<file path="src/rtl/brc_pkg.sv">
package brc_pkg;
  typedef enum logic [1:0] {
    K_PLAIN  = 2'd0,
    K_JUMP   = 2'd1,
    K_BRANCH = 2'd2,
    K_RSVD   = 2'd3
  } ikind_e;

  typedef struct packed {
    logic   v;
    ikind_e k;
  } slot_t;
endpackage

</file>
<file path="src/rtl/brc_pc_gen.sv">
module brc_pc_gen #(
  parameter int ADDR_W   = 32,
  parameter logic [ADDR_W-1:0] START_PC = '0,
  parameter int STEP_B   = 4
) (
  input  logic              clk,
  input  logic              rst_n,
  input  logic              adv,
  input  logic              seq_step,
  input  logic              take_br,
  input  logic [ADDR_W-1:0] br_tgt,
  input  logic              take_jmp,
  input  logic [ADDR_W-1:0] jmp_tgt,
  output logic [ADDR_W-1:0] pc_o
);
  localparam logic [ADDR_W-1:0] STEP = ADDR_W'(STEP_B);

  logic [ADDR_W-1:0] pc_q, pc_n;

  always_comb begin
    if (take_br)       pc_n = br_tgt;
    else if (take_jmp) pc_n = jmp_tgt;
    else if (seq_step) pc_n = pc_q + STEP;
    else               pc_n = pc_q;
  end

  always_ff @(posedge clk) begin
    if (!rst_n)   pc_q <= START_PC;
    else if (adv) pc_q <= pc_n;
  end

  assign pc_o = pc_q;


  pc_hold_chk: assert property (@(posedge clk) disable iff (!rst_n)
    !adv |=> $stable(pc_q));
endmodule

</file>
<file path="src/rtl/brc_outcome_hold.sv">
module brc_outcome_hold #(
  parameter int ADDR_W = 32
) (
  input  logic              clk,
  input  logic              rst_n,
  input  logic              stall,
  input  logic              taken_i,
  input  logic [ADDR_W-1:0] br_tgt_i,
  input  logic [ADDR_W-1:0] jmp_tgt_i,
  output logic              taken_o,
  output logic [ADDR_W-1:0] br_tgt_o,
  output logic [ADDR_W-1:0] jmp_tgt_o
);
  logic              hold_v;
  logic              h_taken;
  logic [ADDR_W-1:0] h_br, h_jmp;

  always_ff @(posedge clk) begin
    if (!rst_n) begin
      hold_v  <= 1'b0;
      h_taken <= 1'b0;
      h_br    <= '0;
      h_jmp   <= '0;
    end else if (stall && !hold_v) begin
      hold_v  <= 1'b1;
      h_taken <= taken_i;
      h_br    <= br_tgt_i;
      h_jmp   <= jmp_tgt_i;
    end else if (!stall) begin
      hold_v  <= 1'b0;
    end
  end

  assign taken_o   = hold_v ? h_taken : taken_i;
  assign br_tgt_o  = hold_v ? h_br    : br_tgt_i;
  assign jmp_tgt_o = hold_v ? h_jmp   : jmp_tgt_i;


  held_keep_chk: assert property (@(posedge clk) disable iff (!rst_n)
    (stall && hold_v) |=> ($stable(h_taken) && $stable(h_br) && $stable(h_jmp)));
endmodule

</file>
<file path="src/rtl/brc_stage_pipe.sv">
module brc_stage_pipe
  import brc_pkg::*;
#(
  parameter int DEPTH = 3
) (
  input  logic                clk,
  input  logic                rst_n,
  input  logic                adv,
  input  slot_t               in_slot,
  input  logic [DEPTH-1:0]    squash,
  output slot_t [DEPTH-1:0]   st_o
);
  slot_t [DEPTH-1:0] src;
  slot_t [DEPTH-1:0] st_q;

  assign src[0] = in_slot;

  for (genvar i = 0; i < DEPTH; i++) begin : g_stage
    if (i > 0) begin : g_link
      assign src[i] = st_q[i-1];
    end
    always_ff @(posedge clk) begin
      if (!rst_n) begin
        st_q[i].v <= 1'b0;
        st_q[i].k <= K_PLAIN;
      end else if (adv) begin
        st_q[i].v <= src[i].v & ~squash[i];
        st_q[i].k <= src[i].k;
      end
    end
  end

  assign st_o = st_q;
endmodule

</file>
<file path="src/rtl/brc_bubble_cnt.sv">
module brc_bubble_cnt #(
  parameter int CNT_W = 16
) (
  input  logic             clk,
  input  logic             rst_n,
  input  logic             adv,
  input  logic [1:0]       n_sq,
  output logic [CNT_W-1:0] cnt_o
);
  logic [CNT_W-1:0] cnt_q;

  always_ff @(posedge clk) begin
    if (!rst_n)   cnt_q <= '0;
    else if (adv) cnt_q <= cnt_q + CNT_W'(n_sq);
  end

  assign cnt_o = cnt_q;


  cnt_step_chk: assert property (@(posedge clk) disable iff (!rst_n)
    1'b1 |=> ((cnt_q - $past(cnt_q)) <= CNT_W'(2)));
endmodule

</file>
<file path="src/rtl/branch_redirect_ctrl.sv">
module branch_redirect_ctrl
  import brc_pkg::*;
#(
  parameter int ADDR_W = 32,
  parameter int CNT_W  = 16,
  parameter logic [ADDR_W-1:0] START_PC = 32'h0000_1000
) (
  input  logic              clk,
  input  logic              rst_n,
  input  logic              stall_i,
  output logic [ADDR_W-1:0] fetch_pc_o,
  input  logic              ins_valid_i,
  input  logic [1:0]        ins_kind_i,
  output logic              ins_ready_o,
  input  logic [ADDR_W-1:0] jmp_target_i,
  input  logic              br_taken_i,
  input  logic [ADDR_W-1:0] br_target_i,
  output logic              id_valid_o,
  output logic              ex_valid_o,
  output logic              wb_valid_o,
  output logic [1:0]        id_kind_o,
  output logic [1:0]        ex_kind_o,
  output logic              kill_fetch_o,
  output logic              kill_dec_o,
  output logic [CNT_W-1:0]  bubble_cnt_o
);
  localparam int NSTG = 3;
  localparam int S_ID = 0;
  localparam int S_EX = 1;
  localparam int S_WB = 2;

  logic              go;
  logic              eff_taken;
  logic [ADDR_W-1:0] eff_br, eff_jmp;
  logic              take_br, take_jmp;
  slot_t             in_slot;
  slot_t [NSTG-1:0]  st;
  logic [NSTG-1:0]   squash;
  logic [1:0]        n_sq;

  assign go = !stall_i;

  brc_outcome_hold #(.ADDR_W(ADDR_W)) u_hold (
    .clk(clk), .rst_n(rst_n), .stall(stall_i),
    .taken_i(br_taken_i), .br_tgt_i(br_target_i), .jmp_tgt_i(jmp_target_i),
    .taken_o(eff_taken), .br_tgt_o(eff_br), .jmp_tgt_o(eff_jmp)
  );

  assign take_br  = st[S_EX].v && (st[S_EX].k == K_BRANCH) && eff_taken;
  assign take_jmp = st[S_ID].v && (st[S_ID].k == K_JUMP) && !take_br;

  assign in_slot.v = ins_valid_i;
  assign in_slot.k = ikind_e'(ins_kind_i);

  assign squash[S_ID] = take_br | take_jmp;
  assign squash[S_EX] = take_br;
  assign squash[S_WB] = 1'b0;

  assign n_sq = {1'b0, ins_valid_i & (take_br | take_jmp)}
              + {1'b0, st[S_ID].v & take_br};

  brc_pc_gen #(.ADDR_W(ADDR_W), .START_PC(START_PC), .STEP_B(4)) u_pc (
    .clk(clk), .rst_n(rst_n), .adv(go), .seq_step(ins_valid_i),
    .take_br(take_br), .br_tgt(eff_br),
    .take_jmp(take_jmp), .jmp_tgt(eff_jmp),
    .pc_o(fetch_pc_o)
  );

  brc_stage_pipe #(.DEPTH(NSTG)) u_pipe (
    .clk(clk), .rst_n(rst_n), .adv(go),
    .in_slot(in_slot), .squash(squash), .st_o(st)
  );

  brc_bubble_cnt #(.CNT_W(CNT_W)) u_cnt (
    .clk(clk), .rst_n(rst_n), .adv(go), .n_sq(n_sq), .cnt_o(bubble_cnt_o)
  );

  assign ins_ready_o  = go;
  assign kill_fetch_o = go & (take_br | take_jmp);
  assign kill_dec_o   = go & take_br;
  assign id_valid_o   = st[S_ID].v;
  assign ex_valid_o   = st[S_EX].v;
  assign wb_valid_o   = st[S_WB].v;
  assign id_kind_o    = st[S_ID].k;
  assign ex_kind_o    = st[S_EX].k;


  fetch_squash_chk: assert property (@(posedge clk) disable iff (!rst_n)
    kill_fetch_o |=> !id_valid_o);


  dec_squash_chk: assert property (@(posedge clk) disable iff (!rst_n)
    kill_dec_o |=> (!ex_valid_o && !id_valid_o));


  stall_freeze_chk: assert property (@(posedge clk) disable iff (!rst_n)
    stall_i |=> ($stable(id_valid_o) && $stable(ex_valid_o) && $stable(wb_valid_o)
                 && $stable(bubble_cnt_o)));


  wb_origin_chk: assert property (@(posedge clk) disable iff (!rst_n)
    (!stall_i && !ex_valid_o) |=> !wb_valid_o);
endmodule

</file>
<file path="config.mk">
export PLATFORM = sky130hd
export DESIGN_NAME = branch_redirect_ctrl
export DESIGN_NICKNAME = d
export VERILOG_FILES = /design/src/rtl/brc_pkg.sv /design/src/rtl/brc_pc_gen.sv /design/src/rtl/brc_outcome_hold.sv /design/src/rtl/brc_stage_pipe.sv /design/src/rtl/brc_bubble_cnt.sv /design/src/rtl/branch_redirect_ctrl.sv
export SDC_FILE = /design/constraint.sdc
export NUM_CORES = 1
export LEC_CHECK = 0
export BUFFER_PORTS_ARGS = -buffer_cell sky130_fd_sc_hd__buf_2
export CAP_MARGIN = 20
export CORE_MARGIN = 2
export CORE_UTILIZATION = 51
export CTS_CLUSTER_SIZE = 24
export DETAILED_ROUTE_END_ITERATION = 7
export PLACE_DENSITY_LB_ADDON = 0.3
export SLEW_MARGIN = 10
export SYNTH_ARGS = -nofsm -noshare
export SYNTH_HDL_FRONTEND = slang
export SYNTH_HIERARCHICAL = 1
export SYNTH_SLANG_ARGS = --single-unit
export TNS_END_PERCENT = 50
</file>
<file path="constraint.sdc">
create_clock -name clk -period 2.8 [get_ports clk]
set_input_delay 0.56 -clock clk [delete_from_list [all_inputs] [get_ports clk]]
set_output_delay 0.56 -clock clk [all_outputs]
set_load 0.005 [all_outputs]
</file>
==> run summary <==
Status: finished, final reports clean
Reg2reg path depth: 12
CORE AREA: 13300 µm²
Max rail drop VDD: 0.000426 V
Syn_area_per_cell: 8.86 µm²
Die Y: 121 µm
Hold Path Stages: 3
Hold slack: 0.388 ns
Final Max Slew Viols: 0
Post-DP Area: 7740 µm²
Pin count of the biggest net entering global routing: 66
Clock tree sinks: 121
Synthesis Warnings: 6
Final-stage net count: 986
Routed WL: 19.0 mm
CP Launch Type: flop
Worst EP arrival: 2.92 ns
CTS tree: done
Area grow syn2layout: 18.4%
Num ports: 129
Hold buffer count at cts: 0
Clock Latency Late Sink: 0.42 ns
Leak: 3.58 nW
DR iter-0 viols: 804
Starting Density: 52.7%
Setup violations, final: 0
Syn_nets: 869
Reg clk slew, reported paths: 0.06 ns
Post-synthesis instance total: 793
Post-route ant nets: 0
Max Fclk: 383 MHz
DRC viols: 0
IO buf count: 128
Share of post-route cells with drive strength above 1: 25.5%
Worst Skew: 0.00896 ns
Post-Syn Area: 7030 µm²
Hold Crit Class: in2reg
CTS H-Tree Depth: 4
Vias/cell: 5.74
Width of the chip: 121 µm
Dpl cells: 1067
Max-cap check violation count: 0
First-pass iteration count of the detailed router: 6
WL/cell: 17.3 µm
CTS Buf Count: 17
Grt total ovfl: 0
CP max FO: 5
# diodes: 0
Fin. Hold Viols: 0
PwrDens: 533 nW/µm²
Post-route minimum period: 2.61 ns
Slew HR: 40.2%
Row cnt: 42
Number of antenna violations at the first check in global routing: 0
Global-route wire length before repair: 29.6 mm
Crit path kind: reg2reg
DP Wirelength: 13.0 mm
Via count: 6309
Full die area: 14700 µm²
Layout Cells excl Fill: 1099
Least-Margin Pin Slew: 0.897 ns
Kind of end point of the critical path: flop
Final instance area: 8320 µm²
Final Wtd Congestion: 0.887
Number of global-route vias before repair: 5708
Clk root buf: clkbuf_16
Period utilization: 93.2%
Crit path required time: 3.11 ns
Clk buf depth: 2
RSZ-0062 raised after global routing: false
Total GRT Usage: 25.7%
-- where the power goes --
part           leakage [nW]  internal (mW)  switching (mW)
clock network         0.286           1.36           0.783
registers             0.988           1.80          0.0447
logic                  2.31          0.211           0.244
-- stage by stage --
step | util [%] | TNS [ns] | setup WS, ns | power [mW]
after floorplan | - | 0 | 0.0401 | 2.18
after global routing | 62.4 | 0 | 0.0193 | 4.60
after detailed placement | 58.0 | -0.850 | -0.178 | 2.32
after global placement | 58.0 | -0.562 | -0.127 | 2.31
final | 62.4 | 0 | 0.189 | 4.44
after CTS | 62.3 | 0 | 0.0852 | 4.46
-- timing repair --
action                     CTS  global route
buffers inserted             0             0
setup endpoints to repair    0             5
gates resized for setup      0             2
-- metal layers --
metal	part of all wire, %	GRT usage, %
met3	8.2	5.87
met2	44	38.7
met4	1.7	8.76
met5	0	0
met1	46	36.2
-- critical path: stages (launching register included) --
cell and delay, ns:
dfxtp_2 0.33, mux2_4 0.32, nand4b_4 0.12, inv_2 0.04, and2_1 0.15, ha_1 0.27, ha_1 0.16, inv_1 0.06
fa_2 0.34, and3b_2 0.28, nand4_1 0.12, xnor2_1 0.15, and2_1 0.15
-- worst paths after layout --
kind,startpoint,to,slack (ns)
worst min register to register,u_hold/h_br[17],u_hold/h_br[17],0.45
worst min-delay path,jmp_target_i[4],u_hold/h_jmp[4],0.39
worst max-delay path,u_hold/hold_v,u_cnt/cnt_o[6],0.19
worst max register to register,u_hold/hold_v,u_cnt/cnt_o[6],0.19
-- state kept, by name, summed over array words and instances, names as in the netlist --
name / cells
u_hold/h_br: 32
u_hold/h_taken: 1
u_hold/hold_v: 1
u_pc/pc_o: 32
u_cnt/cnt_o: 16
u_pipe/st_o: 7
u_hold/h_jmp: 32
-- layout make-up --
cell class              instances  area (µm²)
well taps                     176         220
clock inverters                 6        61.3
clock buffers                  26         519
flip-flops and latches        121        2420
inverters                      12        45.0
fillers                      1185        5020
repair buffers                154         901
multi-input cells             604        4150
-- cells in the final DEF, fill, tap and decap left out, drive strengths merged, types with 6 or more instances in the layout --
| cell type | count |
|---|---|
| nand2 | 162 |
| buf | 154 |
| dfxtp | 121 |
| mux2i | 76 |
| mux2 | 65 |
| nor2 | 32 |
| a21oi | 32 |
| o21ai | 31 |
| clkbuf | 26 |
| nand4 | 19 |
| nand3 | 17 |
| and2 | 16 |
| nor3 | 15 |
| a22oi | 13 |
| nor4 | 13 |
| inv | 12 |
| a31oi | 10 |
| a22o | 8 |
| o211ai | 7 |
| o31ai | 7 |
| nor2b | 7 |
| xor2 | 6 |
| a221oi | 6 |
Note: power is estimated with default switching activity, not from simulation.
